--- config.mk ---
export PLATFORM = sky130hd
export DESIGN_NAME = cfg_stream_prog
export DESIGN_NICKNAME = d
export VERILOG_FILES = /design/src/rtl/cfgp_pkg.sv /design/src/rtl/cfgp_fifo.sv /design/src/rtl/cfgp_serializer.sv /design/src/rtl/cfg_stream_prog.sv
export SDC_FILE = /design/constraint.sdc
export NUM_CORES = 1
export LEC_CHECK = 0
export BUFFER_PORTS_ARGS = -buffer_cell sky130_fd_sc_hd__buf_2
export CAP_MARGIN = 20
export CORE_ASPECT_RATIO = 1.2
export CORE_UTILIZATION = 35
export CTS_CLUSTER_DIAMETER = 150
export CTS_CLUSTER_SIZE = 14
export DETAILED_ROUTE_END_ITERATION = 8
export SLEW_MARGIN = 15
export SYNTH_ARGS = -nofsm -noshare
export SYNTH_HDL_FRONTEND = slang
export SYNTH_HIERARCHICAL = 1
export SYNTH_SLANG_ARGS = --single-unit
--- constraint.sdc ---
create_clock -name clk -period 5.7 [get_ports clk]
set_input_delay 0.57 -clock clk [delete_from_list [all_inputs] [get_ports clk]]
set_output_delay 0.57 -clock clk [all_outputs]
set_load 0.01 [all_outputs]
--- src/rtl/cfgp_pkg.sv ---
package cfgp_pkg;
    localparam int REG_AW = 8;

    localparam logic [REG_AW-1:0] OFS_CTRL  = 8'h00;
    localparam logic [REG_AW-1:0] OFS_STAT  = 8'h04;
    localparam logic [REG_AW-1:0] OFS_CAP   = 8'h08;
    localparam logic [REG_AW-1:0] OFS_FILL  = 8'h0C;
    localparam logic [REG_AW-1:0] OFS_TOTAL = 8'h10;
    localparam logic [REG_AW-1:0] OFS_CUR   = 8'h14;
    localparam logic [REG_AW-1:0] OFS_DATA  = 8'h40;

    // control bits decoded by software
    localparam int CTL_EN  = 0;
    localparam int CTL_RST = 1;
    localparam int CTL_DMA = 2;

    // status layout: bit 0 enable, bits 15:1 errors, bit 18 done
    localparam int ST_DONE  = 18;
    localparam int ERR_W    = 15;
    localparam int ERR_DS   = 0;   // status bit 1
    localparam int ERR_OVF  = 1;   // status bit 2
endpackage

--- src/rtl/cfgp_fifo.sv ---
module cfgp_fifo #(
    parameter int DEPTH = 8,
    parameter int W     = 32
) (
    input  logic                   clk,
    input  logic                   rst_n,
    input  logic                   push,
    input  logic                   pop,
    input  logic [W-1:0]           din,
    output logic [W-1:0]           head,
    output logic [$clog2(DEPTH):0] count,
    output logic                   full,
    output logic                   empty
);
    localparam int AW = $clog2(DEPTH);

    typedef struct packed {
        logic [AW-1:0] wp;
        logic [AW-1:0] rp;
        logic [AW:0]   cnt;
    } fifo_st_t;

    fifo_st_t st_d, st_q;
    logic [W-1:0] mem_q [DEPTH];

    assign full  = (st_q.cnt == (AW+1)'(DEPTH));
    assign empty = (st_q.cnt == '0);
    assign count = st_q.cnt;
    assign head  = mem_q[st_q.rp];

    always_comb begin
        st_d = st_q;
        if (push) st_d.wp = st_q.wp + 1'b1;
        if (pop)  st_d.rp = st_q.rp + 1'b1;
        case ({push, pop})
            2'b10:   st_d.cnt = st_q.cnt + 1'b1;
            2'b01:   st_d.cnt = st_q.cnt - 1'b1;
            default: st_d.cnt = st_q.cnt;
        endcase
    end

    always_ff @(posedge clk) begin
        if (!rst_n) st_q <= '0;
        else        st_q <= st_d;
    end

    always_ff @(posedge clk) begin
        if (push) mem_q[st_q.wp] <= din;
    end


    fifo_bound_chk: assert property (@(posedge clk) disable iff (!rst_n)
        st_q.cnt <= (AW+1)'(DEPTH));

    no_push_full_chk: assert property (@(posedge clk) disable iff (!rst_n)
        push |-> !full);

    no_pop_empty_chk: assert property (@(posedge clk) disable iff (!rst_n)
        pop |-> !empty);
endmodule

--- src/rtl/cfgp_serializer.sv ---
module cfgp_serializer #(
    parameter int CNT_W = 32
) (
    input  logic             clk,
    input  logic             rst_n,
    input  logic             en,
    input  logic             clear,
    input  logic [CNT_W-1:0] total,
    input  logic             fifo_empty,
    input  logic [31:0]      fifo_head,
    output logic             pop,
    output logic             out_valid,
    output logic [7:0]       out_byte,
    output logic [CNT_W-1:0] cur
);
    typedef struct packed {
        logic [23:0]      sh;
        logic [1:0]       left;
        logic             vld;
        logic [7:0]       byt;
        logic [CNT_W-1:0] cur;
    } ser_st_t;

    ser_st_t st_d, st_q;

    always_comb begin
        st_d     = st_q;
        st_d.vld = 1'b0;
        pop      = 1'b0;
        if (clear) begin
            st_d.cur  = '0;
            st_d.left = '0;
        end else if (en) begin
            if (st_q.left != '0) begin
                st_d.vld  = 1'b1;
                st_d.byt  = st_q.sh[23:16];
                st_d.sh   = {st_q.sh[15:0], 8'h00};
                st_d.left = st_q.left - 1'b1;
                st_d.cur  = st_q.cur + 1'b1;
            end else if (!fifo_empty && st_q.cur != total) begin
                pop       = 1'b1;
                st_d.vld  = 1'b1;
                st_d.byt  = fifo_head[31:24];
                st_d.sh   = fifo_head[23:0];
                st_d.left = 2'd3;
                st_d.cur  = st_q.cur + 1'b1;
            end
        end
    end

    always_ff @(posedge clk) begin
        if (!rst_n) st_q <= '0;
        else        st_q <= st_d;
    end

    assign out_valid = st_q.vld;
    assign out_byte  = st_q.byt;
    assign cur       = st_q.cur;


    byte_count_chk: assert property (@(posedge clk) disable iff (!rst_n)
        st_q.vld |-> st_q.cur == $past(st_q.cur) + 1'b1);

    idle_when_off_chk: assert property (@(posedge clk) disable iff (!rst_n)
        !en |-> !pop);
endmodule

--- src/rtl/cfg_stream_prog.sv ---
module cfg_stream_prog
    import cfgp_pkg::*;
#(
    parameter int FIFO_DEPTH = 8,
    parameter int CNT_W      = 32
) (
    input  logic              clk,
    input  logic              rst_n,
    input  logic              reg_wr,
    input  logic [REG_AW-1:0] reg_addr,
    input  logic [31:0]       reg_wdata,
    output logic [31:0]       reg_rdata,
    output logic              dma_req,
    output logic              irq,
    output logic [7:0]        cfg_byte,
    output logic              cfg_valid,
    output logic              cfg_rst,
    input  logic              cfg_done,
    input  logic              cfg_err
);
    localparam int AW        = $clog2(FIFO_DEPTH);
    localparam int CW        = AW + 1;
    localparam int HALF      = FIFO_DEPTH / 2;
    localparam int CAP_BYTES = FIFO_DEPTH * 4;

    typedef struct packed {
        logic             en;
        logic             dma;
        logic             rst_pulse;
        logic [ERR_W-1:0] err;
        logic             irq;
        logic [CNT_W-1:0] total;
        logic [CNT_W-1:0] fetched;
    } top_st_t;

    top_st_t st_d, st_q;

    logic [CW-1:0]    fifo_cnt;
    logic             fifo_full, fifo_empty, pop;
    logic [31:0]      fifo_head;
    logic [CNT_W-1:0] cur;
    logic             wr_ctrl, wr_total, wr_data, push, start, stop, done_hit;

    assign wr_ctrl  = reg_wr && reg_addr == OFS_CTRL;
    assign wr_total = reg_wr && reg_addr == OFS_TOTAL;
    assign wr_data  = reg_wr && reg_addr == OFS_DATA;
    assign push     = wr_data && !fifo_full;
    assign start    = wr_ctrl && reg_wdata[CTL_EN] && !st_q.en;
    assign stop     = wr_ctrl && reg_wdata == 32'h0;
    assign done_hit = st_q.en && cur == st_q.total && cfg_done;

    always_comb begin
        st_d           = st_q;
        st_d.rst_pulse = 1'b0;
        if (wr_ctrl) begin
            st_d.en        = reg_wdata[CTL_EN];
            st_d.dma       = reg_wdata[CTL_DMA];
            st_d.rst_pulse = reg_wdata[CTL_RST];
        end
        if (wr_total) st_d.total = reg_wdata[CNT_W-1:0];
        if (start)
            st_d.fetched = '0;
        else if (push && st_q.en)
            st_d.fetched = st_q.fetched + CNT_W'(4);
        if (wr_data && fifo_full) st_d.err[ERR_OVF] = 1'b1;
        if (cfg_err)              st_d.err[ERR_DS]  = 1'b1;
        if (done_hit || st_q.err != '0) st_d.irq = 1'b1;
        if (stop) begin
            st_d.err = '0;
            st_d.irq = 1'b0;
        end
    end

    always_ff @(posedge clk) begin
        if (!rst_n) st_q <= '0;
        else        st_q <= st_d;
    end

    always_comb begin
        reg_rdata = 32'h0;
        case (reg_addr)
            OFS_CTRL: begin
                reg_rdata[CTL_EN]  = st_q.en;
                reg_rdata[CTL_DMA] = st_q.dma;
            end
            OFS_STAT: begin
                reg_rdata[0]         = st_q.en;
                reg_rdata[ERR_W:1]   = st_q.err;
                reg_rdata[ST_DONE]   = cfg_done;
            end
            OFS_CAP:   reg_rdata = 32'(CAP_BYTES);
            OFS_FILL:  reg_rdata = 32'(fifo_cnt) << 2;
            OFS_TOTAL: reg_rdata = 32'(st_q.total);
            OFS_CUR:   reg_rdata = 32'(cur);
            default:   reg_rdata = 32'h0;
        endcase
    end

    assign dma_req = st_q.en && st_q.dma && fifo_cnt <= CW'(FIFO_DEPTH - HALF)
                     && st_q.fetched < st_q.total;
    assign irq     = st_q.irq;
    assign cfg_rst = st_q.rst_pulse;

    cfgp_fifo #(.DEPTH(FIFO_DEPTH), .W(32)) u_fifo (
        .clk   (clk),
        .rst_n (rst_n),
        .push  (push),
        .pop   (pop),
        .din   (reg_wdata),
        .head  (fifo_head),
        .count (fifo_cnt),
        .full  (fifo_full),
        .empty (fifo_empty)
    );

    cfgp_serializer #(.CNT_W(CNT_W)) u_ser (
        .clk        (clk),
        .rst_n      (rst_n),
        .en         (st_q.en),
        .clear      (start),
        .total      (st_q.total),
        .fifo_empty (fifo_empty),
        .fifo_head  (fifo_head),
        .pop        (pop),
        .out_valid  (cfg_valid),
        .out_byte   (cfg_byte),
        .cur        (cur)
    );


    irq_hold_chk: assert property (@(posedge clk) disable iff (!rst_n)
        irq && !stop |=> irq);

    stop_clears_chk: assert property (@(posedge clk) disable iff (!rst_n)
        stop |=> !irq && st_q.err == '0 && !st_q.en);

    ovf_flag_chk: assert property (@(posedge clk) disable iff (!rst_n)
        wr_data && fifo_full |=> st_q.err[ERR_OVF]);

    dma_gate_chk: assert property (@(posedge clk) disable iff (!rst_n)
        dma_req |-> st_q.en && st_q.dma && !fifo_full);

    rst_pulse_chk: assert property (@(posedge clk) disable iff (!rst_n)
        cfg_rst |-> $past(wr_ctrl && reg_wdata[CTL_RST]));
endmodule

; ---- Word level (Yosys, flattened, before mapping)
; Memory sizes are Yosys's and may differ from the RTL's. A register that Yosys moved wholly into a read port is not among the register bits.
; Index checks and enable logic that the tools add are counted.
[op_classes]
order_cmp = 2
reduce_logical = 33
n_eq_ne = 11
add_sub_neg = 7
bitwise = 3
mux = 18
[ops]
columns = operator, n
row1 = $mux 67, 2
row2 = $pmux 13 s4, 1
row3 = $add 32x1->32 const B, 1
row4 = $add 32x3->32 const B, 1
row5 = $eq 32x32->1, 1
row6 = $logic_not 32->1, 1
row7 = $lt 32x32->1, 1
row8 = $ne 32x32->1, 1
row9 = $pmux 13 s2, 1
row10 = $eq 8x4->1 const B, 2
row11 = $eq 8x5->1 const B, 2
row12 = $logic_and 1x1->1, 15
row13 = $reduce_bool 15->1, 1
row14 = $pmux 1 s3, 3
row15 = $eq 8x3->1 const B, 1
row16 = $eq 8x7->1 const B, 1
row17 = $logic_not 8->1, 1
row18 = $pmux 4 s2, 1
row19 = $add 3x1->3 const B, 2
row20 = $mux 1, 6
row21 = $mux 3, 2
row22 = $reduce_bool 2->1, 3
row23 = $reduce_or 2->1, 3
row24 = $pmux 1 s5, 1
row25 = other kinds (15), 20
[word_totals]
inputBits = 45
memories = 1
mem_bits_rw = 256
output_inout_bits = 44
word_cells = 91
register_bits = 147
[mem_list]
columns = name, depth, word_bits, read_ports, rd_ports_with_merged_regs, write_ports, line_no
row1 = u_fifo.mem_q, 8, 32, 1, 1, 1, cfgp_fifo.sv:24  ; logic [W-1:0] mem_q [DEPTH];

; ---- Longest topological paths before layout
; Gate-level depths: netlist (run 1).
[logic_depth]
depth_word = 9
ltp_mapped = 16
ltp_nobuf = 13

; ---- Hierarchy
; Netlist (run 1), hierarchy kept.
[by_module_without_submodules]
columns = module, seq_area_each_um2, n_inst, cells_per_inst, area_per_inst_um2
row1 = cfgp_fifo, 7947.6, 1, 444, 10450.0
row2 = cfg_stream_prog, 1361.3, 1, 593, 4630.7
row3 = cfgp_serializer, 1341.3, 1, 499, 4127.7

; ---- Worst setup path after synthesis (run 1)
; No wires, ideal clock.
[synth_timing]
kind = input to register
from = in reg_addr[1]
to = mem u_fifo.mem_q[0][0], enable pin
cell_stages = 6
arrival_ns = 4.163
path_buffers = 1
setup_slack_ns = 1.076
required_ns = 5.239
setup_ns = 0.461
cell_sequence = nor4_1 > nand3_1 > clkbuf_1 > nor2_1 > nand2b_1 > nor3_1
[synth_between]
elab_chain_len = 5
[synth_lines]
columns = item, line_no
row1 = "start, declared", cfg_stream_prog.sv:10  ; input logic [REG_AW-1:0] reg_addr,
row2 = $eq 8x7->1, cfg_stream_prog.sv:46  ; assign wr_data = reg_wr && reg_addr == OFS_DATA;
row3 = $logic_and 1x1->1, cfg_stream_prog.sv:46
row4 = $logic_and 1x1->1, cfg_stream_prog.sv:47  ; assign push = wr_data && !fifo_full;
row5 = via push, cfg_stream_prog.sv:42  ; logic wr_ctrl, wr_total, wr_data, push, start, stop, done_hit;
row6 = $mux 1, cfgp_fifo.sv:48  ; if (push) mem_q[st_q.wp] <= din;
row7 = $mux 1 (implied by the code), cfgp_fifo.sv:48
row8 = "end, declared", cfgp_fifo.sv:24
; The timed path passes the listed nets, and every way through them passes these cells.

; ---- Worst setup path in the final report (run 1)
[layout_timing]
from = in reg_addr[1]
to = reg u_fifo.st_q (netlist bit u_fifo/count[2])
[layout_between]
elab_chain_len = 7
elab_cells_between_ends = 12
classes_between = eq/ne: 3 / mux: 2 / reduce/logical: 7
[layout_lines]
columns = item, line_no
row1 = $logic_not 8->1 (*), cfg_stream_prog.sv:44  ; assign wr_ctrl = reg_wr && reg_addr == OFS_CTRL;
row2 = $logic_and 1x1->1 (*), cfg_stream_prog.sv:44
row3 = $logic_and 1x1->1 (*) (2 in a row), cfg_stream_prog.sv:48  ; assign start = wr_ctrl && reg_wdata[CTL_EN] && !st_q.en;
row4 = via start, cfg_stream_prog.sv:42
row5 = $mux 1 (*), cfgp_serializer.sv:30  ; if (clear) begin
row6 = via pop, cfg_stream_prog.sv:39  ; logic fifo_full, fifo_empty, pop;
row7 = $eq 2x1->1 or $eq 2x2->1 (tied branches), cfgp_fifo.sv:35  ; case ({push, pop})
row8 = $pmux 4 s2 or $reduce_bool 2->1 (tied branches), -
row9 = "end signal, assigned", cfgp_fifo.sv:44  ; else st_q <= st_d;
row10 = "end, declared", cfgp_fifo.sv:23  ; fifo_st_t st_d, st_q;
; Mark *: on every way through the listed nets, which the timed path passes. The rest lies on a longest branch.
; A chain may end at the register's enable or synchronous reset.

==> impl_metrics.py, run 1 <==
metrics = {
    "grt": {
        "grt_pass1_vias": 12400,
        "grt_start_max_net_pins": 74,
        "grt-ovfl-total": 0,
        "track_usage": 0.179,
        "antenna_found_initial": 1,
        "grt_pass1_wl_um": 76000,
    },
    "logic_synthesis": {
        "synthXorXnorAreaFrac": 0.0383,
        "synthArstFlopShare": 0,
        "synth_adder_area_share": 0.0241,
        "synth_cells": 1536,
        "synth_compound_area_frac": 0.0848,
        "synth_top_family_by_area": "multiplexers",
        "yosys.area.top_type": "edfxtp_1",
        "synth_enable_flop_cells": 256,
        "syn-cell-area_mm2": 0.0192,
        "yosysWarnings": 6,
        "synthMuxAreaShare": 0.133,
        "syn_area_per_cell_um2": 12.5,
        "synth-seq-cells": 404,
        "netlist.area_leader.share": 0.400,
        "syn_nets": 1618,
        "synth_area_leaders": "edfxtp_1 (40%), dfxtp_1 (15%), mux4_1 (5.5%)",
        "synthSimpleGateAreaFrac": 0.117,
        "yosysSeqAreaShare": 0.554,
        "synth.distinct_cells": 67,
        "ys.flop_type": "edfxtp_1",
    },
    "timing": {
        "setup_violations": 0,
        "hold_slack_ps": 244,
        "tightest_slew_ps": 1050,
        "relSlewSlack": 0.296,
        "fin_ws_ps": 1480,
        "post-route-period-util": 0.740,
        "fmax_mhz": 237,
        "hold_viol": 0,
        "layout_min_cycle_time_ps": 4220,
        "finalSetupTns_ps": 0,
        "drv_slew": 0,
        "rsz0062_at_grt": "no",
        "fin_skew_ps": 13.4,
    },
    "job": {
        "cap_violations": 0,
    },
    "critical_path": {
        "end_kind": "flip-flop",
        "path_cells": "buf_2 > nor4_1 > nand3_1 > nor2_2 > buf_4 > nand2b_1 > or3_1 > inv_1 > ha_1 > xor2_1 > ha_1 > a21oi_1 > xor2_1 > or3_1 > a21boi_0",
        "startpoint": "reg_addr[1]",
        "required_ps": 6170,
        "crit_path_start_kind": "primary input",
        "crit_arrival_ps": 4690,
        "path_buf_inv": 3,
        "crit_type": "primary input to flip-flop",
        "critPathSlowestCell": "nor4_1",
        "critical-path-top-delay-family": "simple AND/OR/NAND/NOR gates",
        "max_stage_delay_ps": 710,
        "worstReg2RegStart": "u_ser/cur[2]",
        "worstPathMaxFanout": 27,
    },
    "cts": {
        "insertion_delay_ps": 550,
        "htreeDepth": 2,
        "clk_pin_slew_ps": 70,
        "root_buffer": "clkbuf_16",
        "ctsResizeCount": 0,
        "cts_setup_buffers": 0,
        "postCtsHoldBufs": 0,
        "cts_max_path_buffers": 3,
        "numCtsBuffers": 34,
        "cts_tree": "done",
        "numClockSinks": 404,
    },
    "drt": {
        "drc": 0,
        "routed_wl_um": 50000,
        "dr.pass1.iters": 6,
        "viasPerCell": 5.40,
        "ant_nets": 0,
        "vias": 12400,
        "drt_iter0_markers": 1030,
        "wl_per_cell_um": 21.8,
    },
    "floorplan": {
        "fp.dieArea_mm2": 0.0558,
        "floorplan.rows": 93,
        "initial_core_util": 0.356,
        "num_io_pins": 89,
        "design.core.area_mm2": 0.0540,
        "chipHeight_um": 259,
        "fp.dieW_um": 216,
    },
    "placement": {
        "gp_congestion": 0.877,
        "dp.cells": 2233,
        "port_buffers": 88,
        "place_ws_ps": 928,
        "dp_hpwl_um": 33600,
        "dpl_cell_area_mm2": 0.0201,
    },
    "final_layout": {
        "final_nets": 1641,
        "final_cells": 2296,
        "fin_util": 0.391,
        "drive_gt1_frac": 0.152,
        "design_area_mm2": 0.0211,
        "syn_to_final_growth_pct": 9.79,
    },
    "power_and_ir_drop": {
        "power_density_mw_per_mm2": 258,
        "p_leak_nw": 7.37,
        "finalPower_mw": 5.45,
        "ir_drop_v": 0.000169,
    },
    "outcome": {
        "status": "finished clean",
    },
    "worst_hold_path": {
        "hold_start": "cfg_err",
        "hold_path.class": "primary input to flip-flop",
    },
}
==> path summary, 6_finish.rpt <==
| kind | end | slack, ps | depth (start not counted) |
|---|---|---|---|
| max | u_fifo/count[2] | 1480 | 15 |
| min | st_q[65] | 240 | 3 |
| max reg2reg | u_fifo/count[2] | 1700 | 14 |
| min reg2reg | u_ser/st_q[50] | 480 | 2 |
==> tightest hold or removal path: cells and delay by family <==
family                 cells  cell delay, ps
buffers and inverters      1              90
AND/OR/NAND/NOR            2              90
==> cells in the final DEF (no fill, tap or decap), drive strengths merged, types with 5 or more instances in the layout <==
master / Yosys / final
a21oi: 78 / 78
mux2i: 61 / 61
mux2: 32 / 32
o31ai: 8 / 8
edfxtp: 256 / 256
nor2b: 8 / 8
and2: 10 / 10
a22o: 8 / 8
dfxtp: 148 / 148
nand4: 23 / 23
nand2: 180 / 180
nand2b: 36 / 36
o21ai: 44 / 44
o22ai: 8 / 8
o221a: 24 / 24
o211ai: 8 / 8
mux4: 64 / 64
or3: 6 / 6
and3: 11 / 11
xnor2: 18 / 18
xor2: 66 / 66
ha: 37 / 37
nor4: 29 / 29
nand3: 32 / 32
nor3: 13 / 13
nor2: 62 / 62
a21o: 5 / 5
clkbuf: 45 / 59
a21boi: 35 / 35
buf: 82 / 113
inv: 40 / 42
or4: 15 / 15
and4: 6 / 6
==> routing by layer <==
metal | vias up | wire [um] | global-route usage
li1 | 5753 | - | -
met1 | 6188 | 21100 | 0.232
met2 | 387 | 24700 | 0.306
met3 | 72 | 2900 | 0.0265
met4 | 0 | 1330 | 0.0579
met5 | - | 0 | 0
==> final cells by class <==
class / instances / area, um2
inverter: 40 / 150
timing repair buffer: 114 / 673
antenna: 1 / 2.50
clock buffer: 58 / 972
multi-input combinational: 965 / 7710
sequential: 404 / 10700
tap: 712 / 891
fill: 5161 / 32900
clock inverter: 2 / 28.8
==> cells in the mapped netlist, types with 9 or more instances <==
| cell | number |
|---|---|
| nand3_1 | 32 |
| clkbuf_1 | 45 |
| inv_1 | 40 |
| mux4_1 | 40 |
| buf_4 | 48 |
| o221a_1 | 22 |
| and2_1 | 9 |
| edfxtp_1 | 256 |
| ha_1 | 37 |
| xor2_1 | 66 |
| mux2i_1 | 61 |
| dfxtp_1 | 148 |
| a21boi_0 | 28 |
| mux2_2 | 32 |
| buf_2 | 16 |
| buf_6 | 13 |
| or4_1 | 14 |
| mux4_2 | 24 |
| and3_1 | 10 |
| nor4_1 | 29 |
| nand2_1 | 180 |
| a21oi_1 | 77 |
| nand2b_1 | 36 |
| o21ai_0 | 42 |
| nor3_1 | 13 |
| nand4_1 | 23 |
| xnor2_1 | 18 |
| nor2_1 | 61 |
==> cell families after synthesis <==
| group | Yosys count |
|---|---|
| simple gates | 449 |
| flops | 404 |
| compound gates | 238 |
| buf+inv | 167 |
| mux | 157 |
| xor+xnor | 84 |
| fa+ha+maj | 37 |
==> registers in the layout, indices dropped and copies added, names as in the netlist, named ones only <==
name	count
cfg_rst	1
irq	1
st_q	66
u_fifo/count	4
u_fifo/mem_q	256
u_fifo/st_q	6
u_ser/cur	32
u_ser/out_byte	8
u_ser/out_valid	1
u_ser/st_q	26
==> where the power goes <==
part,switching [mW],internal [mW],total [mW]
Combinational,0.0847,0.0315,0.116
Clock,1.06,1.17,2.23
Sequential,0.00167,3.10,3.10
(Power assumes the default switching activity.)
==> run 2, diff against run 1 <==
clock period = 4.2 ns   (was 5.7 ns; I/O delays follow)
==> impl_metrics.py, run 2 (synthesized netlist as in run 1, its figures left out) <==
metrics = {
    "power_and_ir_drop": {
        "ir_drop_v": 0.000274,
        "p_leak_nw": 7.47,
        "power_density_mw_per_mm2": 347,
    },
    "critical_path": {
        "setup.worst_path.end": "u_fifo/count[2]",
        "end_kind": "flip-flop",
        "worstReg2RegStart": "u_ser/cur[20]",
        "required_ps": 4680,
        "crit_type": "flip-flop to flip-flop",
        "reg2reg_to": "u_fifo/count[2]",
        "worst-r2r-cell-count": 13,
        "startpoint": "u_ser/cur[20]",
        "r2r_setup_slack_ps": 890,
        "crit_arrival_ps": 3790,
        "crit_path_start_kind": "flip-flop",
        "worstPathMaxFanout": 7,
    },
    "grt": {
        "grt_pass1_wl_um": 77700,
        "grt_start_max_net_pins": 57,
        "grt_pass1_vias": 12500,
        "track_usage": 0.186,
        "antenna_found_initial": 3,
        "grt-ovfl-total": 0,
    },
    "timing": {
        "rsz0062_at_grt": "no",
        "hold_viol": 0,
        "fmax_mhz": 302,
        "fin_ws_ps": 891,
        "layout_min_cycle_time_ps": 3310,
        "drv_slew": 0,
        "post-route-period-util": 0.788,
        "setup_violations": 0,
        "fin_skew_ps": 16.7,
        "relSlewSlack": 0.327,
        "tightest_slew_ps": 1010,
        "finalSetupTns_ps": 0,
    },
    "cts": {
        "root_buffer": "clkbuf_16",
        "numClockSinks": 404,
        "insertion_delay_ps": 560,
        "clk_pin_slew_ps": 80,
        "cts_tree": "done",
        "htreeDepth": 2,
        "cts_setup_buffers": 0,
        "numCtsBuffers": 34,
        "postCtsHoldBufs": 0,
        "ctsResizeCount": 0,
        "cts_max_path_buffers": 3,
    },
    "drt": {
        "drc": 0,
        "dr.pass1.iters": 5,
        "ant_nets": 0,
        "vias": 12500,
        "viasPerCell": 5.40,
        "drt_iter0_markers": 953,
        "wl_per_cell_um": 22.3,
        "routed_wl_um": 51700,
    },
    "worst_hold_path": {
        "hold_start": "cfg_err",
        "hold_path.class": "primary input to flip-flop",
    },
    "final_layout": {
        "final_cell_mix": "edfxtp_1 (256), nand2_1 (180), dfxtp_1 (145)",
        "drive_gt1_frac": 0.164,
        "largest_reg_flops": 256,
        "layout_commonest_cell": "edfxtp_1",
        "design_area_mm2": 0.0212,
        "syn_to_final_growth_pct": 10.6,
        "final_nets": 1666,
        "largest_register": "u_fifo/mem_q",
    },
    "placement": {
        "dpl_cell_area_mm2": 0.0203,
        "dp_hpwl_um": 34400,
        "gp_congestion": 0.931,
        "place_ws_ps": 617,
        "port_buffers": 88,
    },
    "job": {
        "cap_violations": 0,
    },
    "floorplan": {
        "floorplan.rows": 93,
        "chipHeight_um": 259,
        "design.core.area_mm2": 0.0540,
        "fp.dieW_um": 216,
        "num_io_pins": 89,
        "initial_core_util": 0.356,
        "fp.dieArea_mm2": 0.0558,
    },
    "outcome": {
        "status": "finished clean",
    },
}
-- run 2: final cells by class --
cell class,count,area [um2]
multi-input cells,965,7720
well taps,712,891
fillers,5155,32800
diodes,2,5.00
clock buffers,59,976
clock inverters,1,8.76
inverters,40,150
flip-flops and latches,404,10700
repair buffers,139,836
-- run 2: critical path: stages, from the launching register on --
cell      delay [ps]
dfxtp_1          480
xor2_1           160
nor4_1           360
nand4_1          270
o21bai_2         280
or3_1            190
inv_1            120
ha_1             290
xor2_1           170
ha_1             190
a21oi_1          170
xor2_1           110
or3_1            310
a21boi_0         160
-- run 2: worst min path at each step --
stage          slack [ps]  depth (start not counted)              to
6_report              100                          3        st_q[65]
5_1_grt               100                          3        st_q[65]
4_1_cts                70                          3        st_q[65]
3_5_place_dp          470                          2  u_ser/st_q[43]
3_3_place_gp          450                          2  u_ser/st_q[43]
2_1_floorplan         450                          2  u_ser/st_q[43]
-- run 2: per-stage QoR --
stage / hold WS [ps] / total power, mW / instances / util
after CTS: 73.3 / 7.48 / 2320 / 0.393
final: 99.2 / 7.38 / 2322 / 0.393
after detailed placement: 467 / 4.46 / 2260 / 0.375
after global placement: 455 / 4.45 / 2260 / 0.375
after floorplan: 447 / 4.37 / 1536 / -
after global routing: 103 / 7.62 / 2320 / 0.393
-- run 2: per-layer routing --
| metal | routed length, um | track usage | up-vias | share of wire |
|---|---|---|---|---|
| met4 | 1600 | 0.0674 | 2 | 0.031 |
| met3 | 2750 | 0.0288 | 86 | 0.053 |
| met1 | 22000 | 0.239 | 6262 | 0.43 |
| met5 | 8 | 0 | - | 0.00015 |
| li1 | - | - | 5806 | - |
| met2 | 25300 | 0.315 | 376 | 0.49 |
-- run 2: where the power goes --
part	internal (mW)	switching, mW
logic	0.0424	0.115
clock network	1.58	1.43
registers	4.21	0.00187
